**config.mk**
```make
export PLATFORM = sky130hd
export DESIGN_NAME = dly_prog_loader
export DESIGN_NICKNAME = d
export VERILOG_FILES = /design/src/rtl/dly_prog_pkg.sv /design/src/rtl/dly_serial_ctrl.sv /design/src/rtl/dly_code_path.sv /design/src/rtl/dly_chan_gate.sv /design/src/rtl/dly_prog_loader.sv
export SDC_FILE = /design/constraint.sdc
export NUM_CORES = 1
export LEC_CHECK = 0
export ABC_AREA = 1
export BUFFER_PORTS_ARGS = -buffer_cell sky130_fd_sc_hd__buf_2
export CELL_PAD_IN_SITES_DETAIL_PLACEMENT = 2
export CELL_PAD_IN_SITES_GLOBAL_PLACEMENT = 2
export CORE_MARGIN = 2
export CORE_UTILIZATION = 33
export DETAILED_ROUTE_END_ITERATION = 12
export MAX_ROUTING_LAYER = met4
export PLACE_DENSITY = 0.92
export SYNTH_ARGS = -nofsm -noshare
export SYNTH_HDL_FRONTEND = slang
export SYNTH_SLANG_ARGS = --single-unit
export TNS_END_PERCENT = 30
```
**constraint.sdc**
```tcl
create_clock -name clk -period 5.8 [get_ports clk]
set_input_delay 1.16 -clock clk [delete_from_list [all_inputs] [get_ports clk]]
set_output_delay 1.16 -clock clk [all_outputs]
set_load 0.005 [all_outputs]
```
**src/rtl/dly_prog_pkg.sv**
```systemverilog
package dly_prog_pkg;
  // strobes from the serial control to the code datapath
  typedef struct packed {
    logic shiftEn;   // one-cycle pulse per rising serial clock
    logic loadOpen;  // load latch transparent
    logic loadRise;  // first cycle of an open load
  } dly_strobe_t;
endpackage

```
**src/rtl/dly_serial_ctrl.sv**
```systemverilog
module dly_serial_ctrl
  import dly_prog_pkg::*;
#(
  parameter int SYNC_STAGES = 2
) (
  input  logic        clk,
  input  logic        rst,
  input  logic        serClk,
  input  logic        serData,
  input  logic        serLoad,
  output dly_strobe_t strobe,
  output logic        dataBit
);
  localparam int TOP = SYNC_STAGES - 1;

  logic [TOP:0] clkPipe, dataPipe, loadPipe;
  logic clkLast, loadLast;
  logic clkNow, loadNow;

  assign clkNow  = clkPipe[TOP];
  assign loadNow = loadPipe[TOP];

  always_ff @(posedge clk) begin
    if (rst) begin
      clkPipe  <= '0;
      dataPipe <= '0;
      loadPipe <= '0;
      clkLast  <= 1'b0;
      loadLast <= 1'b0;
    end else begin
      clkPipe  <= SYNC_STAGES'({clkPipe, serClk});
      dataPipe <= SYNC_STAGES'({dataPipe, serData});
      loadPipe <= SYNC_STAGES'({loadPipe, serLoad});
      clkLast  <= clkNow;
      loadLast <= loadNow;
    end
  end

  always_comb begin
    strobe.shiftEn  = clkNow & ~clkLast;
    strobe.loadOpen = loadNow;
    strobe.loadRise = loadNow & ~loadLast;
    dataBit         = dataPipe[TOP];
  end

  // a slow serial clock yields isolated shift pulses
  p_shift_isolated_r2: assert property (@(posedge clk) disable iff (rst)
    strobe.shiftEn |=> !strobe.shiftEn);
endmodule

```
**src/rtl/dly_code_path.sv**
```systemverilog
module dly_code_path
  import dly_prog_pkg::*;
#(
  parameter int CODE_W  = 10,
  parameter int NUM_CH  = 2,
  parameter int PS_W    = 16,
  parameter int BASE_PS = 2000,
  parameter int STEP_PS = 5
) (
  input  logic                     clk,
  input  logic                     rst,
  input  dly_strobe_t              strobe,
  input  logic                     dataBit,
  output logic                     chainOut,
  output logic [NUM_CH*CODE_W-1:0] codeFlat,
  output logic [NUM_CH*PS_W-1:0]   delayFlat
);
  localparam int CHAIN_W = NUM_CH * CODE_W;
  localparam int MAX_PS  = BASE_PS + STEP_PS * ((1 << CODE_W) - 1);

  logic [CHAIN_W-1:0] chain;

  // new bits enter at the top; the oldest bit sits at index 0
  always_ff @(posedge clk) begin
    if (rst)                 chain <= '0;
    else if (strobe.shiftEn) chain <= {dataBit, chain[CHAIN_W-1:1]};
  end

  assign chainOut = chain[0];

  for (genvar ch = 0; ch < NUM_CH; ch++) begin : g_chan
    logic [CODE_W-1:0] codeReg;
    logic [PS_W-1:0]   delayPs;

    always_ff @(posedge clk) begin
      if (rst)                  codeReg <= '0;
      else if (strobe.loadOpen) codeReg <= chain[ch*CODE_W +: CODE_W];
    end

    assign delayPs = PS_W'(BASE_PS) + PS_W'(STEP_PS) * PS_W'(codeReg);
    assign codeFlat[ch*CODE_W +: CODE_W] = codeReg;
    assign delayFlat[ch*PS_W +: PS_W]    = delayPs;

    // nominal delay stays inside the programmable span
    p_delay_span_r8: assert property (@(posedge clk) disable iff (rst)
      (int'(delayPs) >= BASE_PS) && (int'(delayPs) <= MAX_PS));
  end

  // chain moves only on a shift pulse
  p_chain_hold_r2: assert property (@(posedge clk) disable iff (rst)
    !strobe.shiftEn |=> $stable(chain));

  // after a shift the cascade output carries the former second bit
  p_serout_step_r5: assert property (@(posedge clk) disable iff (rst)
    strobe.shiftEn |=> chainOut == $past(chain[1]));

  // codes frozen while the load latch is closed
  p_codes_hold_r3: assert property (@(posedge clk) disable iff (rst)
    !strobe.loadOpen |=> $stable(codeFlat));

  // opening the latch commits the chain contents
  p_commit_r4: assert property (@(posedge clk) disable iff (rst)
    strobe.loadRise |=> codeFlat == $past(chain));
endmodule

```
**src/rtl/dly_chan_gate.sv**
```systemverilog
module dly_chan_gate (
  input  logic clk,
  input  logic rst,
  input  logic enNeg,
  input  logic dIn,
  output logic q,
  output logic qNeg
);
  always_comb begin
    q    = dIn & ~enNeg;
    qNeg = ~q;
  end

  // disabled channel parks low on the true side
  p_forced_low_r7: assert property (@(posedge clk) disable iff (rst)
    enNeg |-> (!q && qNeg));
endmodule

```
**src/rtl/dly_prog_loader.sv**
```systemverilog
module dly_prog_loader
  import dly_prog_pkg::*;
#(
  parameter int CODE_W      = 10,
  parameter int PS_W        = 16,
  parameter int SYNC_STAGES = 2,
  parameter int BASE_PS     = 2000,
  parameter int STEP_PS     = 5
) (
  input  logic              clk,
  input  logic              rst,
  input  logic              serClk,
  input  logic              serData,
  input  logic              serLoad,
  output logic              serOut,
  input  logic              enANeg,
  input  logic              enBNeg,
  input  logic              inA,
  input  logic              inB,
  output logic              qA,
  output logic              qANeg,
  output logic              qB,
  output logic              qBNeg,
  output logic [CODE_W-1:0] codeA,
  output logic [CODE_W-1:0] codeB,
  output logic [PS_W-1:0]   delayPsA,
  output logic [PS_W-1:0]   delayPsB
);
  localparam int NUM_CH = 2;

  dly_strobe_t strobe;
  logic        dataBit;
  logic [NUM_CH*CODE_W-1:0] codeFlat;
  logic [NUM_CH*PS_W-1:0]   delayFlat;
  logic [NUM_CH-1:0] enVec, inVec, qVec, qNegVec;

  dly_serial_ctrl #(.SYNC_STAGES(SYNC_STAGES)) u_ctrl (
    .clk(clk), .rst(rst), .serClk(serClk), .serData(serData),
    .serLoad(serLoad), .strobe(strobe), .dataBit(dataBit));

  dly_code_path #(
    .CODE_W(CODE_W), .NUM_CH(NUM_CH), .PS_W(PS_W),
    .BASE_PS(BASE_PS), .STEP_PS(STEP_PS)
  ) u_path (
    .clk(clk), .rst(rst), .strobe(strobe), .dataBit(dataBit),
    .chainOut(serOut), .codeFlat(codeFlat), .delayFlat(delayFlat));

  assign enVec = {enBNeg, enANeg};
  assign inVec = {inB, inA};

  for (genvar ch = 0; ch < NUM_CH; ch++) begin : g_gate
    dly_chan_gate u_gate (
      .clk(clk), .rst(rst), .enNeg(enVec[ch]), .dIn(inVec[ch]),
      .q(qVec[ch]), .qNeg(qNegVec[ch]));
  end

  assign qA       = qVec[0];
  assign qANeg    = qNegVec[0];
  assign qB       = qVec[1];
  assign qBNeg    = qNegVec[1];
  assign codeA    = codeFlat[CODE_W-1:0];
  assign codeB    = codeFlat[2*CODE_W-1:CODE_W];
  assign delayPsA = delayFlat[PS_W-1:0];
  assign delayPsB = delayFlat[2*PS_W-1:PS_W];
endmodule

```
==> results.yml, run 1 <==
power:
  power_density_nw_per_um2: 242
  vdd_drop_max_uv: 97.0
  leakage_uw: 0.00182
critical_path:
  rrSetupSlack_ns: 4.23
  worst-path-max-fanout: 4
  path_class: "flip-flop to output pin"
  worstSetupStartpoint: "u_path.g_chan[0].codeReg[2]$_SDFFE_PP0P_"
  reg2regPathDepth: 6
  required_ns: 4.64
  critPathCaptureType: "output pin"
  cp.arrival_ns: 2.70
  rr_endpoint: "u_path.chain[15]$_SDFFE_PP0P_"
  critPathLaunchType: "flip-flop"
  r2r-start: "u_ctrl.clkPipe[1]$_SDFF_PP0_"
timing:
  rsz0062_at_grt: "false"
  fin_skew_ns: 0.00778
  finalCriticalPeriod_ns: 3.86
  worst_pin_slew_ns: 0.984
  max_freq_mhz: 259
  finalSetupViolCount: 0
  finalCritPeriodShare_pct: 66.5
  worst_slack_ns: 1.94
  relSlewSlack_pct: 34.4
  slew_violations: 0
  finalHoldViolCount: 0
  tns_ns: 0
clock_network:
  clockBufferDepth: 2
  root_buffer: "clkbuf_8"
  cts_setup_buffers: 0
  cts_max_level: 2
  insertion_delay_ns: 0.31
  clock_sinks: 47
  numCtsBuffers: 5
  cts_tree: "done"
  cts_hold_buf: 0
  cts_resized: 0
  path_clk_slew_ns: 0.10
synth:
  synth_seq_cells: 47
  syn_inst: 404
  synth_top_cell_area_share_pct: 31.0
  yosysWarnings: 0
  synth_top_area_cell: "dfxtp_1"
  yosys-top-cells-area: "dfxtp_1, nand2_1, ha_1"
  seq_area_frac_synth_pct: 31.0
  synth_cell_type_count: 22
  syn_area_per_cell_um2: 7.50
  syn_area_um2: 3030
die:
  row_count: 34
  fp.dieH_um: 99.9
  io_pins: 66
  start_util_pct: 34.4
  die_area_um2: 9970
  die_x_um: 99.9
  coreArea_um2: 8810
detailed_routing:
  wl_um: 9260
  via_per_inst: 4.83
  routedWlPerCell_um: 16.4
  num_vias: 2727
  dr.pass1.iters: 4
  remaining_drc_errors: 0
  drtIter0Drc: 71
  ant_nets: 0
finish:
  final_cell_mix: "nand2_1, inv_1, buf_2"
  final_util_pct: 39.7
  layout_commonest_cell: "nand2_1"
  n_antenna_cell: 0
  drive_above_1_share_pct: 19.3
  seqCellArea_um2: 941
  multi_input_area_um2: 1700
  nets: 507
  fillers: 1085
  syn_to_final_growth_pct: 15.3
place:
  portBuffers: 61
  place_hpwl_um: 7350
  place.gp.congestion: 0.760
  place_ws_ns: 2.29
status:
  status: "finished clean"
grt:
  grt_max_degree: 48
  grt_pass1_wl_um: 15300
  antenna_found_initial: 0
  grt-ovfl-total: 0
  grt.total_usage_pct: 19.9
  grt_pass1_vias: 2978
hold_path:
  hp-start: "u_ctrl.clkPipe[0]$_SDFF_PP0_"
  holdPathStages: 2
  min_to: "u_ctrl.clkPipe[1]$_SDFF_PP0_"
  holdCritPathClass: "flip-flop to flip-flop"
flow_run:
  cap_violations: 0
cells in the mapped netlist, drive strengths merged:
cell and count:
inv 71, conb 1, or2 3, dfxtp 47, nor2 32, nand3 13, buf 18, fa 12
a211oi 14, a21oi 33, xnor2 3, clkbuf 2, nand3b 3, ha 30, xor2 3, nor3 1
nand2 117, o21ai 1
area by class of cell:
class | count | area share, %
Inverter | 71 | 7.63
Clock buffer | 5 | 1.97
Tap cell | 108 | 3.87
Sequential cell | 47 | 26.9
Clock inverter | 3 | 2.04
Timing Repair Buffer | 62 | 8.95
Multi-Input combinational cell | 269 | 48.6
kinds of logic after synthesis:
| group | share of synthesized area [%] |
|---|---|
| AOI/OAI and AO/OA | 11.4 |
| xor gates and xnor gates | 1.73 |
| adders and majority gates | 20.3 |
| buffers and inverters | 13.3 |
| DFF | 31.0 |
| other | 0.124 |
| and+or+nand+nor | 22.1 |
sequential cells by signal, indices dropped and copies added, names as in the netlist:
signal	cells
u_path.chain	20
u_path.g_chan.codeReg	20
u_ctrl.clkPipe	2
u_ctrl.dataPipe	2
u_ctrl.loadPipe	2
u_ctrl.clkLast	1
how the worst max path moves through the flow:
stage | to | slack, ns | cells after the start
4_1_cts | delayPsA[12] | 1.92 | 11
6_report | delayPsA[12] | 1.94 | 11
3_5_place_dp | delayPsA[12] | 2.29 | 11
5_1_grt | delayPsA[12] | 1.76 | 11
2_1_floorplan | delayPsA[12] | 2.67 | 10
3_3_place_gp | delayPsA[12] | 2.44 | 11
power breakdown:
part | internal [µW] | leakage [µW] | switching [µW]
registers | 329 | 0.000382 | 7.69
clock network | 175 | 0.0000703 | 123
logic | 83.1 | 0.00136 | 126
total | 588 | 0.00182 | 257
metal layers:
layer / vias up / share of wire [%] / global-route usage, %
met2: 46 / 53 / 36.8
met4: 0 / 2.3 / 5.80
met3: 16 / 2.2 / 2.37
met1: 1331 / 42 / 22.7
met5: - / 0 / -
li1: 1334 / - / -
through the flow:
step                hold WS (ns)  total power [µW]  cell area, µm²  std cells
floorplan                  0.388               481            3040        407
global placement           0.390               537            3350        557
detailed placement         0.399               557            3350        557
CTS                        0.415               856            3490        565
global route               0.435               893            3490        565
finish                     0.410               844            3490        565
critical path, stage by stage (launching register included):
cell and delay (ns):
dfxtp_1 0.44, inv_1 0.13, fa_1 0.51, ha_1 0.25
fa_1 0.41, nand2_1 0.10, nand2_1 0.10, nand3_1 0.12
nand2_1 0.07, nand2_1 0.08, nand2_1 0.06, buf_2 0.12
(Power assumes the default switching activity.)
==> run 2: changes to the inputs <==
CORE_UTILIZATION = 31   (was 33)
PLACE_DENSITY = 0.88   (was 0.92)
clock period = 3.6 ns   (was 5.8 ns; I/O delays follow)
==> results.yml, run 2 (same netlist as run 1, synthesis figures left out) <==
clock_network:
  cts_resized: 0
  cts_hold_buf: 0
  clock_sinks: 47
  numCtsBuffers: 5
  cts_tree: "done"
  root_buffer: "clkbuf_8"
  cts_max_level: 2
  path_clk_slew_ns: 0.10
  cts_setup_buffers: 0
  insertion_delay_ns: 0.31
  clockBufferDepth: 2
timing:
  finalCriticalPeriod_ns: 3.35
  finalSetupViolCount: 0
  fin_skew_ns: 0.00819
  worst_pin_slew_ns: 0.984
  rsz0062_at_grt: "false"
  relSlewSlack_pct: 34.4
  slew_violations: 0
  max_freq_mhz: 298
  tns_ns: 0
  finalCritPeriodShare_pct: 93.1
  finalHoldViolCount: 0
finish:
  seqCellArea_um2: 941
  nets: 507
  syn_to_final_growth_pct: 14.7
  final_area_um2: 3480
  multi_input_area_um2: 1700
  final_cell_mix: "nand2_1, inv_1, buf_2"
  drive_above_1_share_pct: 19.3
  fillers: 1193
  n_antenna_cell: 0
  reg_top3: "u_path.chain: 20 flops, u_path.g_chan.codeReg: 20 flops"
  layout_commonest_cell: "nand2_1"
detailed_routing:
  remaining_drc_errors: 0
  drtIter0Drc: 88
  via_per_inst: 4.58
  wl_um: 8370
  dr.pass1.iters: 4
  ant_nets: 0
  num_vias: 2705
  routedWlPerCell_um: 14.2
place:
  place_area_um2: 3390
  portBuffers: 61
  place_hpwl_um: 6610
  place.gp.congestion: 0.759
critical_path:
  required_ns: 2.88
  r2r-start: "u_ctrl.clkPipe[1]$_SDFF_PP0_"
  cp.arrival_ns: 2.63
  critPathLaunchType: "flip-flop"
  path_class: "flip-flop to output pin"
  worstSetupStartpoint: "u_path.g_chan[0].codeReg[3]$_SDFFE_PP0P_"
  worst-path-max-fanout: 4
  critPathCaptureType: "output pin"
power:
  vdd_drop_max_uv: 160
  power_density_nw_per_um2: 344
  leakage_uw: 0.00179
  power.total_uw: 1200
grt:
  grt_max_degree: 48
  grt_pass1_wl_um: 13900
  antenna_found_initial: 0
  grt-ovfl-total: 0
  grt_pass1_vias: 2971
  grt.total_usage_pct: 17.2
die:
  fp.dieH_um: 103
  start_util_pct: 31.5
  die_area_um2: 10600
  row_count: 36
  io_pins: 66
  coreArea_um2: 9640
  die_x_um: 103
hold_path:
  holdCritPathClass: "flip-flop to flip-flop"
  hp-start: "u_ctrl.dataPipe[0]$_SDFF_PP0_"
flow_run:
  cap_violations: 0
status:
  status: "finished clean"
-- run 2: cell count changes in the layout (fill, tap and decap cells not counted) --
cell	before	now
bufinv_16	2	0
clkinvlp_4	0	2
inv_6	0	1
inv_8	1	0
-- run 2: metrics by stage --
| stage | util [%] | hold slack (ns) | std cells | setup WS [ns] |
|---|---|---|---|---|
| 2_1_floorplan | - | 0.388 | 407 | 0.914 |
| 3_3_place_gp | 35.1 | 0.390 | 582 | 0.663 |
| 3_5_place_dp | 35.1 | 0.398 | 582 | 0.576 |
| 4_1_cts | 36.1 | 0.411 | 590 | 0.231 |
| 5_1_grt | 36.1 | 0.446 | 590 | 0.0698 |
| 6_report | 36.1 | 0.409 | 590 | 0.249 |
-- run 2: critical path, stage by stage (launching register included) --
cell and delay (ns):
dfxtp_1 0.45, ha_1 0.20, fa_1 0.42, ha_1 0.24, fa_1 0.40, nand2_1 0.09, nand2_1 0.10, nand3_1 0.12
nand2_1 0.06, nand2_1 0.07, nand2_1 0.04, buf_2 0.12
-- run 2: cell type report --
| class | instances | share of cell area [%] |
|---|---|---|
| clock inverter | 3 | 0.683 |
| timing repair buffer | 62 | 8.99 |
| inverter | 71 | 7.66 |
| multi-input combinational | 269 | 48.8 |
| tap | 133 | 4.78 |
| clock buffer | 5 | 1.98 |
| sequential | 47 | 27.1 |
-- run 2: worst paths after layout --
| path | end | slack [ns] | depth (start not counted) |
|---|---|---|---|
| hold / removal | u_ctrl.dataPipe[1]$_SDFF_PP0_ | 0.41 | 2 |
| setup / recovery | delayPsA[12] | 0.25 | 11 |
| setup reg to reg | u_path.chain[6]$_SDFFE_PP0P_ | 1.99 | 6 |
| hold reg to reg | u_ctrl.dataPipe[1]$_SDFF_PP0_ | 0.41 | 2 |
-- run 2: report_power, final --
| group | internal [µW] | switching (µW) | total, µW | leakage (µW) |
|---|---|---|---|---|
| sequential | 531 | 11.7 | 542 | 0.000382 |
| clock | 139 | 189 | 328 | 0.0000408 |
| combinational | 132 | 194 | 327 | 0.00136 |
| total | 802 | 395 | 1200 | 0.00179 |
-- run 2: per-layer routing --
metal	wire length [µm]	vias up	track usage, %
met5	0	-	-
met4	160	0	5.47
met3	227	13	2.37
met2	4450	33	31.2
met1	3530	1319	19.3
li1	-	1340	-
